$ cat src/rtl/chan_act_pkg.sv
package chan_act_pkg;
  typedef enum logic [1:0] {
    ST_IDLE   = 2'd0,
    ST_ACTIVE = 2'd1,
    ST_PAUSED = 2'd2
  } chanState_e;

  typedef enum logic [1:0] {
    MODE_DMA     = 2'd0,
    MODE_XOR     = 2'd1,
    MODE_CRC     = 2'd2,
    MODE_MEMINIT = 2'd3
  } opMode_e;

  // strobes from control to datapath
  typedef struct packed {
    logic setIllegal;
    logic setBusy;
    logic setPtrErr;
  } ctrlStrobe_t;

  localparam int CMD_W       = 4;
  localparam int CMD_START   = 0;
  localparam int CMD_STOP    = 1;
  localparam int CMD_PAUSE   = 2;
  localparam int CMD_RESTART = 3;
  localparam int ERR_W       = 3;
  localparam int CLR_LSB     = 8;
  localparam int ERR_ILLEGAL = 0;
  localparam int ERR_BUSY    = 1;
  localparam int ERR_PTR     = 2;
  localparam logic [1:0] SEL_ACT = 2'd0;
  localparam logic [1:0] SEL_CFG = 2'd1;
  localparam logic [1:0] SEL_PTR = 2'd2;
endpackage

$ cat src/rtl/chan_act_fsm.sv
module chan_act_fsm
  import chan_act_pkg::*;
(
  input  logic                clk,
  input  logic                rstN,
  input  logic                actWr,
  input  logic [CMD_W-1:0]    cmd,
  input  logic                engineDone,
  input  logic                ptrOk,
  output chanState_e          state,
  output ctrlStrobe_t         strobe,
  output logic                engineGo
);
  chanState_e stateNext;
  logic       goNext;

  always_comb begin
    stateNext = state;
    strobe    = '0;
    goNext    = 1'b0;
    if (engineDone && state == ST_ACTIVE) begin
      stateNext = ST_IDLE;
    end else if (actWr && cmd != '0) begin
      if ($countones(cmd) != 1) begin
        strobe.setIllegal = 1'b1;
      end else if (cmd[CMD_START]) begin
        case (state)
          ST_IDLE: begin
            if (ptrOk) begin
              stateNext = ST_ACTIVE;
              goNext    = 1'b1;
            end else begin
              strobe.setPtrErr = 1'b1;
            end
          end
          ST_ACTIVE: strobe.setBusy    = 1'b1;
          default:   strobe.setIllegal = 1'b1;
        endcase
      end else if (cmd[CMD_STOP]) begin
        if (state == ST_ACTIVE)      stateNext = ST_IDLE;
        else if (state == ST_PAUSED) strobe.setIllegal = 1'b1;
      end else if (cmd[CMD_PAUSE]) begin
        if (state == ST_ACTIVE) stateNext = ST_PAUSED;
        else                    strobe.setIllegal = 1'b1;
      end else begin
        if (state == ST_PAUSED) stateNext = ST_ACTIVE;
        else                    strobe.setIllegal = 1'b1;
      end
    end
  end

  always_ff @(posedge clk) begin
    if (!rstN) begin
      state    <= ST_IDLE;
      engineGo <= 1'b0;
    end else begin
      state    <= stateNext;
      engineGo <= goNext;
    end
  end
endmodule

$ cat src/rtl/chan_act_regs.sv
module chan_act_regs
  import chan_act_pkg::*;
#(
  parameter int DATA_W    = 32,
  parameter int BURST_W   = 4,
  parameter int BURST_RST = 4,
  parameter int XOR_ALIGN = 6,
  parameter int DMA_ALIGN = 5,
  localparam int CFG_W    = 5 + 2 * BURST_W
) (
  input  logic               clk,
  input  logic               rstN,
  input  logic               actWr,
  input  logic               cfgWr,
  input  logic               ptrWr,
  input  logic [DATA_W-1:0]  wData,
  input  ctrlStrobe_t        strobe,
  output logic               ptrOk,
  output logic [ERR_W-1:0]   errFlags,
  output logic [CFG_W-1:0]   cfgOut,
  output logic [DATA_W-1:0]  nextDescPtr
);
  localparam int SRC_LSB  = 4;
  localparam int DST_LSB  = SRC_LSB + BURST_W;
  localparam int PROT_BIT = DST_LSB + BURST_W;
  localparam int MODE_WE  = DATA_W - 1;

  opMode_e            mode;
  logic [BURST_W-1:0] srcBurst, dstBurst;
  logic               protect;
  logic [ERR_W-1:0]   setMask, clrMask;

  always_comb begin
    case (mode)
      MODE_XOR:     ptrOk = (nextDescPtr != '0) && (nextDescPtr[XOR_ALIGN-1:0] == '0);
      MODE_MEMINIT: ptrOk = 1'b1;
      default:      ptrOk = (nextDescPtr != '0) && (nextDescPtr[DMA_ALIGN-1:0] == '0);
    endcase
  end

  always_comb begin
    setMask = '0;
    setMask[ERR_ILLEGAL] = strobe.setIllegal;
    setMask[ERR_BUSY]    = strobe.setBusy;
    setMask[ERR_PTR]     = strobe.setPtrErr;
    clrMask = actWr ? wData[CLR_LSB +: ERR_W] : '0;
  end

  always_ff @(posedge clk) begin
    if (!rstN) begin
      mode        <= MODE_DMA;
      srcBurst    <= BURST_W'(BURST_RST);
      dstBurst    <= BURST_W'(BURST_RST);
      protect     <= 1'b0;
      nextDescPtr <= '0;
      errFlags    <= '0;
    end else begin
      errFlags <= (errFlags & ~clrMask) | setMask;
      if (cfgWr) begin
        srcBurst <= wData[SRC_LSB +: BURST_W];
        dstBurst <= wData[DST_LSB +: BURST_W];
        protect  <= wData[PROT_BIT];
        if (wData[MODE_WE]) mode <= opMode_e'(wData[1:0]);
      end
      if (ptrWr) nextDescPtr <= wData;
    end
  end

  assign cfgOut = {protect, dstBurst, srcBurst, 2'b00, mode};
endmodule

$ cat src/rtl/chan_act_ctrl.sv
module chan_act_ctrl
  import chan_act_pkg::*;
#(
  parameter int DATA_W    = 32,
  parameter int BURST_W   = 4,
  parameter int BURST_RST = 4,
  parameter int XOR_ALIGN = 6,
  parameter int DMA_ALIGN = 5,
  localparam int CFG_W    = 5 + 2 * BURST_W
) (
  input  logic              clk,
  input  logic              rstN,
  input  logic              regWr,
  input  logic [1:0]        regSel,
  input  logic [DATA_W-1:0] regWData,
  input  logic              engineDone,
  output logic [1:0]        chanState,
  output logic [ERR_W-1:0]  errFlags,
  output logic              engineGo,
  output logic              engineRun,
  output logic [CFG_W-1:0]  cfgOut,
  output logic [DATA_W-1:0] nextDescPtr
);
  logic        actWr, cfgWr, ptrWr, ptrOk;
  chanState_e  state;
  ctrlStrobe_t strobe;

  assign actWr = regWr && regSel == SEL_ACT;
  assign cfgWr = regWr && regSel == SEL_CFG;
  assign ptrWr = regWr && regSel == SEL_PTR;

  chan_act_fsm u_fsm (
    .clk(clk), .rstN(rstN), .actWr(actWr), .cmd(regWData[CMD_W-1:0]),
    .engineDone(engineDone), .ptrOk(ptrOk), .state(state),
    .strobe(strobe), .engineGo(engineGo)
  );

  chan_act_regs #(
    .DATA_W(DATA_W), .BURST_W(BURST_W), .BURST_RST(BURST_RST),
    .XOR_ALIGN(XOR_ALIGN), .DMA_ALIGN(DMA_ALIGN)
  ) u_regs (
    .clk(clk), .rstN(rstN), .actWr(actWr), .cfgWr(cfgWr), .ptrWr(ptrWr),
    .wData(regWData), .strobe(strobe), .ptrOk(ptrOk), .errFlags(errFlags),
    .cfgOut(cfgOut), .nextDescPtr(nextDescPtr)
  );

  assign chanState = state;
  assign engineRun = (state == ST_ACTIVE);
endmodule

$ cat config.mk
export PLATFORM = sky130hd
export DESIGN_NAME = chan_act_ctrl
export DESIGN_NICKNAME = d
export VERILOG_FILES = /design/src/rtl/chan_act_pkg.sv /design/src/rtl/chan_act_fsm.sv /design/src/rtl/chan_act_regs.sv /design/src/rtl/chan_act_ctrl.sv
export SDC_FILE = /design/constraint.sdc
export NUM_CORES = 1
export LEC_CHECK = 0
export ABC_CLOCK_PERIOD_IN_PS = 2300
export BUFFER_PORTS_ARGS = -buffer_cell sky130_fd_sc_hd__buf_2
export CAP_MARGIN = 20
export CELL_PAD_IN_SITES_DETAIL_PLACEMENT = 2
export CELL_PAD_IN_SITES_GLOBAL_PLACEMENT = 2
export CORE_ASPECT_RATIO = 1.2
export CORE_MARGIN = 2
export CORE_UTILIZATION = 26
export DETAILED_ROUTE_END_ITERATION = 10
export GPL_TIMING_DRIVEN = 0
export HOLD_SLACK_MARGIN = 0.02
export MAX_ROUTING_LAYER = met4
export PLACE_DENSITY_LB_ADDON = 0.08
export SKIP_LAST_GASP = 1
export SLEW_MARGIN = 15
export SYNTH_ARGS = -nofsm -noshare
export SYNTH_HDL_FRONTEND = slang
export SYNTH_SLANG_ARGS = --single-unit
$ cat constraint.sdc
create_clock -name clk -period 2.3 [get_ports clk]
set_input_delay 0 -clock clk [delete_from_list [all_inputs] [get_ports clk]]
set_output_delay 0 -clock clk [all_outputs]
set_load 0.05 [all_outputs]
Word-level counts from Yosys, hierarchy flattened
Index checks and enable logic that the tools add are counted.

Add/sub/neg operators: 3. Equality and inequality tests: 11. Muxes and demuxes: 27. Bitwise gates (word level): 8. Reduce and logical (&&, ||, !) cells: 19.

Operators by type and width (number): 32-bit adder (1); 32-bit by 2-bit inequality test with 1-bit output, second input constant (1); 32-bit nonzero test (1); 2-bit 2-to-1 mux (10); 1-bit 2-to-1 mux (13); 3-bit 2-to-1 mux (3); 4-bit nonzero test (2); 1-bit logical AND (7); 7-bit AND reduction (1); 2-bit by 1-bit equality test with 1-bit output, second input constant (3); 2-bit equality test, second input constant (3); 6-bit logical NOT (1); 3-bit by 2-bit inequality test with 1-bit output, second input constant (2); 6-bit OR reduction (1); 5-bit logical NOT (1); 1-bit inverter (5); 1-bit by 1-bit adder with 2-bit output (2); 2-bit logical NOT (2); 2-bit by 1-bit inequality test with 1-bit output, second input constant (2); 2-bit OR reduction (2); 3-bit AND (1); 3-bit inverter (1); 3-bit OR (1); 1-bit one-hot mux with 2 select lines (1); 2-bit AND reduction (1).

Register bits: 49. Output and inout port bits: 52. Word-level logic and storage cells: 76.

Longest topological paths before layout
Depth after elaboration: 10. Depth in mapped cells: 9.

Hierarchy
Synthesis repeated with hierarchy kept, for this count alone.

Cell total of the unflattened synthesis: 223. Area, all modules: 2269.7 um2.

Modules (own cells, without submodules): chan_act_regs (times used 1, cells each 172, area each 1878.1 um2); chan_act_fsm (times used 1, cells each 47, area each 355.3 um2); chan_act_ctrl (times used 1, cells each 4, area each 36.3 um2).

Least setup slack after synthesis
Ideal clock, no wire load.

Kind: reg-to-reg. From: reg u_fsm.state[0]. To: reg u_fsm.state[0]. Library setup time: 116 ps. Arrival time: 2034 ps. Data required time: 2184 ps. Setup slack: 149 ps. Cell stages (with the launch flop): 6. Period minus slack after synthesis: 2151 ps. Path through: dfxtp_1 -> nor2b_2 -> a211oi_2 -> nor4_4 -> o211ai_1 -> o211a_1.

Word-level cells in the longest chain between the ends: 3. Elaborated cells on any way between the ends: 10. Classes of those cells: eq/ne: 5; reduce/logical: 5.

Ends and longest elaborated chain: start, declared (RTL line chan_act_fsm.sv:10) `output chanState_e state,`; start signal, assigned (RTL line chan_act_fsm.sv:57) `state <= stateNext;`; 2-bit by 1-bit equality test with 1-bit output (*); via engineRun (RTL line chan_act_ctrl.sv:20) `output logic engineRun,`; 3-bit by 2-bit inequality test with 1-bit output (no line) / 1-bit logical AND (equally long branches); 7-bit AND reduction (no line) / 2-bit OR reduction (equally long branches).

Mark *: on every way through the listed nets, which the timed path passes. The rest lies on a longest branch. A chain may end at the register's enable or synchronous reset.

Final worst setup path
From: in regWData[3]. To: reg u_fsm.engineGo.

Word-level cells in the longest chain between the ends: 4. Elaborated cells on any way between the ends: 7. Classes of those cells: add/sub: 2; eq/ne: 1; bitwise: 1; reduce/logical: 3.

Ends and longest elaborated chain: start, declared (RTL line chan_act_ctrl.sv:15) `input logic [DATA_W-1:0] regWData,`; 1-bit by 1-bit adder with 2-bit output (implied by the code) / 4-bit nonzero test (equally long branches) (RTL line chan_act_fsm.sv:24, chan_act_fsm.sv:23); 32-bit adder (implied by the code) / 1-bit logical AND (equally long branches) (RTL line chan_act_fsm.sv:24, chan_act_fsm.sv:23); 32-bit by 2-bit inequality test with 1-bit output / 1-bit inverter (equally long branches); 6-bit OR reduction (no line) (*); end signal, assigned (RTL line chan_act_fsm.sv:58) `engineGo <= goNext;`; end, declared (RTL line chan_act_fsm.sv:12) `output logic engineGo`.

Every way passes the cells marked *; elsewhere a longest branch is shown, timed or not.

==> flow_metrics.py <==
metrics = {
    "setup_path": {
        "crit_end": "u_fsm.engineGo$_SDFF_PP0_",
        "worstSetupStartpoint": "regWData[3]",
        "critPathLaunchType": "primary input",
        "crit_fanout": 3,
        "path_class": "primary input to register",
        "arrival_ns": 2.39,
        "reg2reg_to": "u_fsm.state[0]$_SDFFE_PP0P_",
        "r2r_cells": 5,
        "slowest_delay_ns": 0.51,
        "endpoint_kind": "register",
        "rrSetupSlack_ns": 0.59,
        "crit_required_ns": 2.56,
        "cp_slowest_cell": "dlygate4sd3_1",
        "reg2reg_from": "u_fsm.state[1]$_SDFFE_PP0P_",
        "cp_cell_sequence": "dlygate4sd3_1 > buf_2 > inv_1 > ha_1 > ha_1 > inv_1 > fa_1 > nand3_1 > nor2_1 > and4b_1 > o211a_1",
    },
    "die": {
        "die_h_um": 105,
        "num_rows": 36,
        "io_pins": 90,
        "coreArea_mm2": 0.00820,
        "die_area_mm2": 0.00924,
        "die_w_um": 88.1,
        "start_util_pct": 26.9,
    },
    "global_route": {
        "grt_max_degree": 15,
        "track_usage_pct": 18.8,
        "grt_pass1_wl_um": 13100,
        "grt_pass1_vias": 2628,
        "grt-ovfl-total": 0,
        "antenna_found_initial": 0,
    },
    "detailed_routing": {
        "drt_wl_total_um": 8020,
        "avgRoutedWirePerCell_um": 15.8,
        "dr.pass1.iters": 3,
        "via_count": 2343,
        "vias_per_cell": 4.60,
        "drc": 0,
        "drt_iter0_drc": 44,
        "ant_nets": 0,
    },
    "sta": {
        "fin_setup_tns_ns": 0,
        "slew_viol_final": 0,
        "hold_violations": 0,
        "post-route-min-period_ns": 2.12,
        "finalCritPeriodShare_pct": 92.2,
        "holdWs_ns": 0.0691,
        "slew_headroom_pct": 64.7,
        "tightest_slew_ns": 0.529,
        "setup_violations": 0,
        "finalWorstSetupSlack_ns": 0.178,
        "rsz0062_at_grt": "no",
        "max_freq_mhz": 471,
        "fin_worst_skew_ns": 0.00443,
    },
    "synthesis": {
        "yosysMostFrequentCell": "nand2_1",
        "ys_seq_area_share_pct": 44.5,
        "ys_ff_latch": 49,
        "syn_inst": 266,
        "syn_area_per_cell_um2": 8.29,
        "async_reset_ff_share_pct": 0,
        "synth_edf_count": 0,
        "synth_largest_area_cell": "dfxtp_1",
        "yosysWarnings": 0,
        "yosys_most_used_dff": "dfxtp_1",
        "syn_area_mm2": 0.00221,
        "ys_types": 37,
        "synth_common_cells": "83 x nand2_1, 49 x dfxtp_1, 40 x a21boi_1",
        "synth_top_area_share_pct": 44.5,
        "yosys-top-cells-area": "dfxtp_1 44%, nand2_1 14%, a21boi_1 14%",
    },
    "final_layout": {
        "area_growth_pct": 46.6,
        "final_util_pct": 39.5,
        "final_cell_area_mm2": 0.00323,
        "fin_cells": 509,
        "n_antenna_cell": 0,
        "drive_gt1_share_pct": 25.8,
        "final_nets": 439,
    },
    "run": {
        "maxCapViolCount": 0,
    },
    "power_and_ir_drop": {
        "vdd_drop_max_uv": 223,
        "finalPower_mw": 1.94,
        "power_density_mw_per_mm2": 599,
        "power_leakage_nw": 1.45,
    },
    "min_path": {
        "holdCritStartpoint": "regWData[0]",
        "hold_path_class": "primary input to register",
    },
    "clock_tree": {
        "clock_sinks": 49,
        "root_buffer": "clkbuf_8",
        "path_clk_slew_ns": 0.09,
        "cts_tree": "yes",
        "cts_max_level": 2,
        "clock_latency_ns": 0.32,
        "clk_path_buf_depth": 2,
        "numCtsBuffers": 5,
    },
    "placed_design": {
        "io_buffers": 87,
        "place_congestion": 0.756,
        "placed_cells": 468,
        "dp_hpwl_um": 5910,
        "dpl_worst_slack_ns": -0.0555,
        "place_area_mm2": 0.00279,
    },
    "status": {
        "outcome": "complete, no violations",
    },
}
[how the worst min path moves through the flow]
| stage | cells after the start | slack (ns) | endpoint |
|---|---|---|---|
| after detailed placement | 3 | 0.25 | u_regs.nextDescPtr[18]$_SDFFE_PN0P_ |
| after global routing | 3 | 0.09 | u_regs.errFlags[1]$_SDFF_PN0_ |
| after CTS | 3 | 0.07 | u_regs.errFlags[1]$_SDFF_PN0_ |
| after global placement | 3 | 0.24 | u_regs.nextDescPtr[19]$_SDFFE_PN0P_ |
| final | 3 | 0.07 | u_regs.errFlags[1]$_SDFF_PN0_ |
| after floorplan | 2 | 0.13 | u_regs.nextDescPtr[0]$_SDFFE_PN0P_ |
[power breakdown]
part / internal (mW) / switching [mW] / total [mW]
Clock: 0.355 / 0.305 / 0.660
Combinational: 0.139 / 0.243 / 0.383
Sequential: 0.875 / 0.0197 / 0.894
Total: 1.37 / 0.568 / 1.94
[critical path: cells and delay by family]
family | cells | cell delay (ns)
buffers and inverters | 4 | 0.74
and+or+nand+nor | 3 | 0.62
adders and majority gates | 3 | 0.87
AOI/OAI and AO/OA | 1 | 0.14
[sequential cells by signal, indices dropped and copies added (netlist names)]
signal              count
u_regs.protect          1
u_regs.mode             2
u_regs.errFlags         3
u_regs.dstBurst         4
u_regs.nextDescPtr     32
u_fsm.engineGo          1
u_fsm.state             2
u_regs.srcBurst         4
[cell usage in the layout, fill, tap and decap left out, drive strengths merged, types with 2 or more instances in the layout]
cell,synthesis,final
nor2,8,8
nor4,7,7
o211a,2,2
inv,7,7
a21boi,40,40
clkbuf,14,21
nor3,2,2
nand4,2,2
nor2b,4,4
a21oi,4,4
nand3,15,15
ha,6,6
buf,3,90
conb,1,2
dlygate4sd3,0,33
dfxtp,49,49
nand2,83,83
[layer usage]
| metal | vias to the layer above | track usage [%] | part of all wire, % |
|---|---|---|---|
| met4 | 0 | 4.55 | 1.1 |
| met2 | 57 | 33.8 | 53 |
| met1 | 1129 | 20.8 | 41 |
| met3 | 6 | 4.03 | 4.6 |
| li1 | 1151 | - | - |
| met5 | - | - | 0 |
[kinds of logic (layout without fill, tap and decap cells)]
family	count (synthesis)	after routing	synth area share [%]
AND/OR/NAND/NOR	130	130	27.3
AO/OA/AOI/OAI	55	55	19.2
flip-flops	49	49	44.5
buffers and inverters	24	152	4.59
adder cells (fa/ha/maj)	7	7	4.31
other	1	2	0.170
[cell type report]
cell class | instances | area (um2)
Clock inverter | 1 | 30.0
Inverter | 7 | 26.3
Fill cell | 978 | 4960
Sequential cell | 49 | 981
Timing Repair Buffer | 120 | 766
Tap cell | 114 | 143
Buffer | 17 | 75.1
Clock buffer | 7 | 86.3
Multi-Input combinational cell | 194 | 1130
[what timing repair did]
| item | in CTS | in global routing |
|---|---|---|
| buffers inserted | 0 | 0 |
| hold endpoints to repair | 43 | 0 |
| hold buffers | 33 | 0 |
| setup endpoints to repair | 0 | 2 |
| gates resized for setup | 0 | 0 |
(Power assumes the default switching activity.)
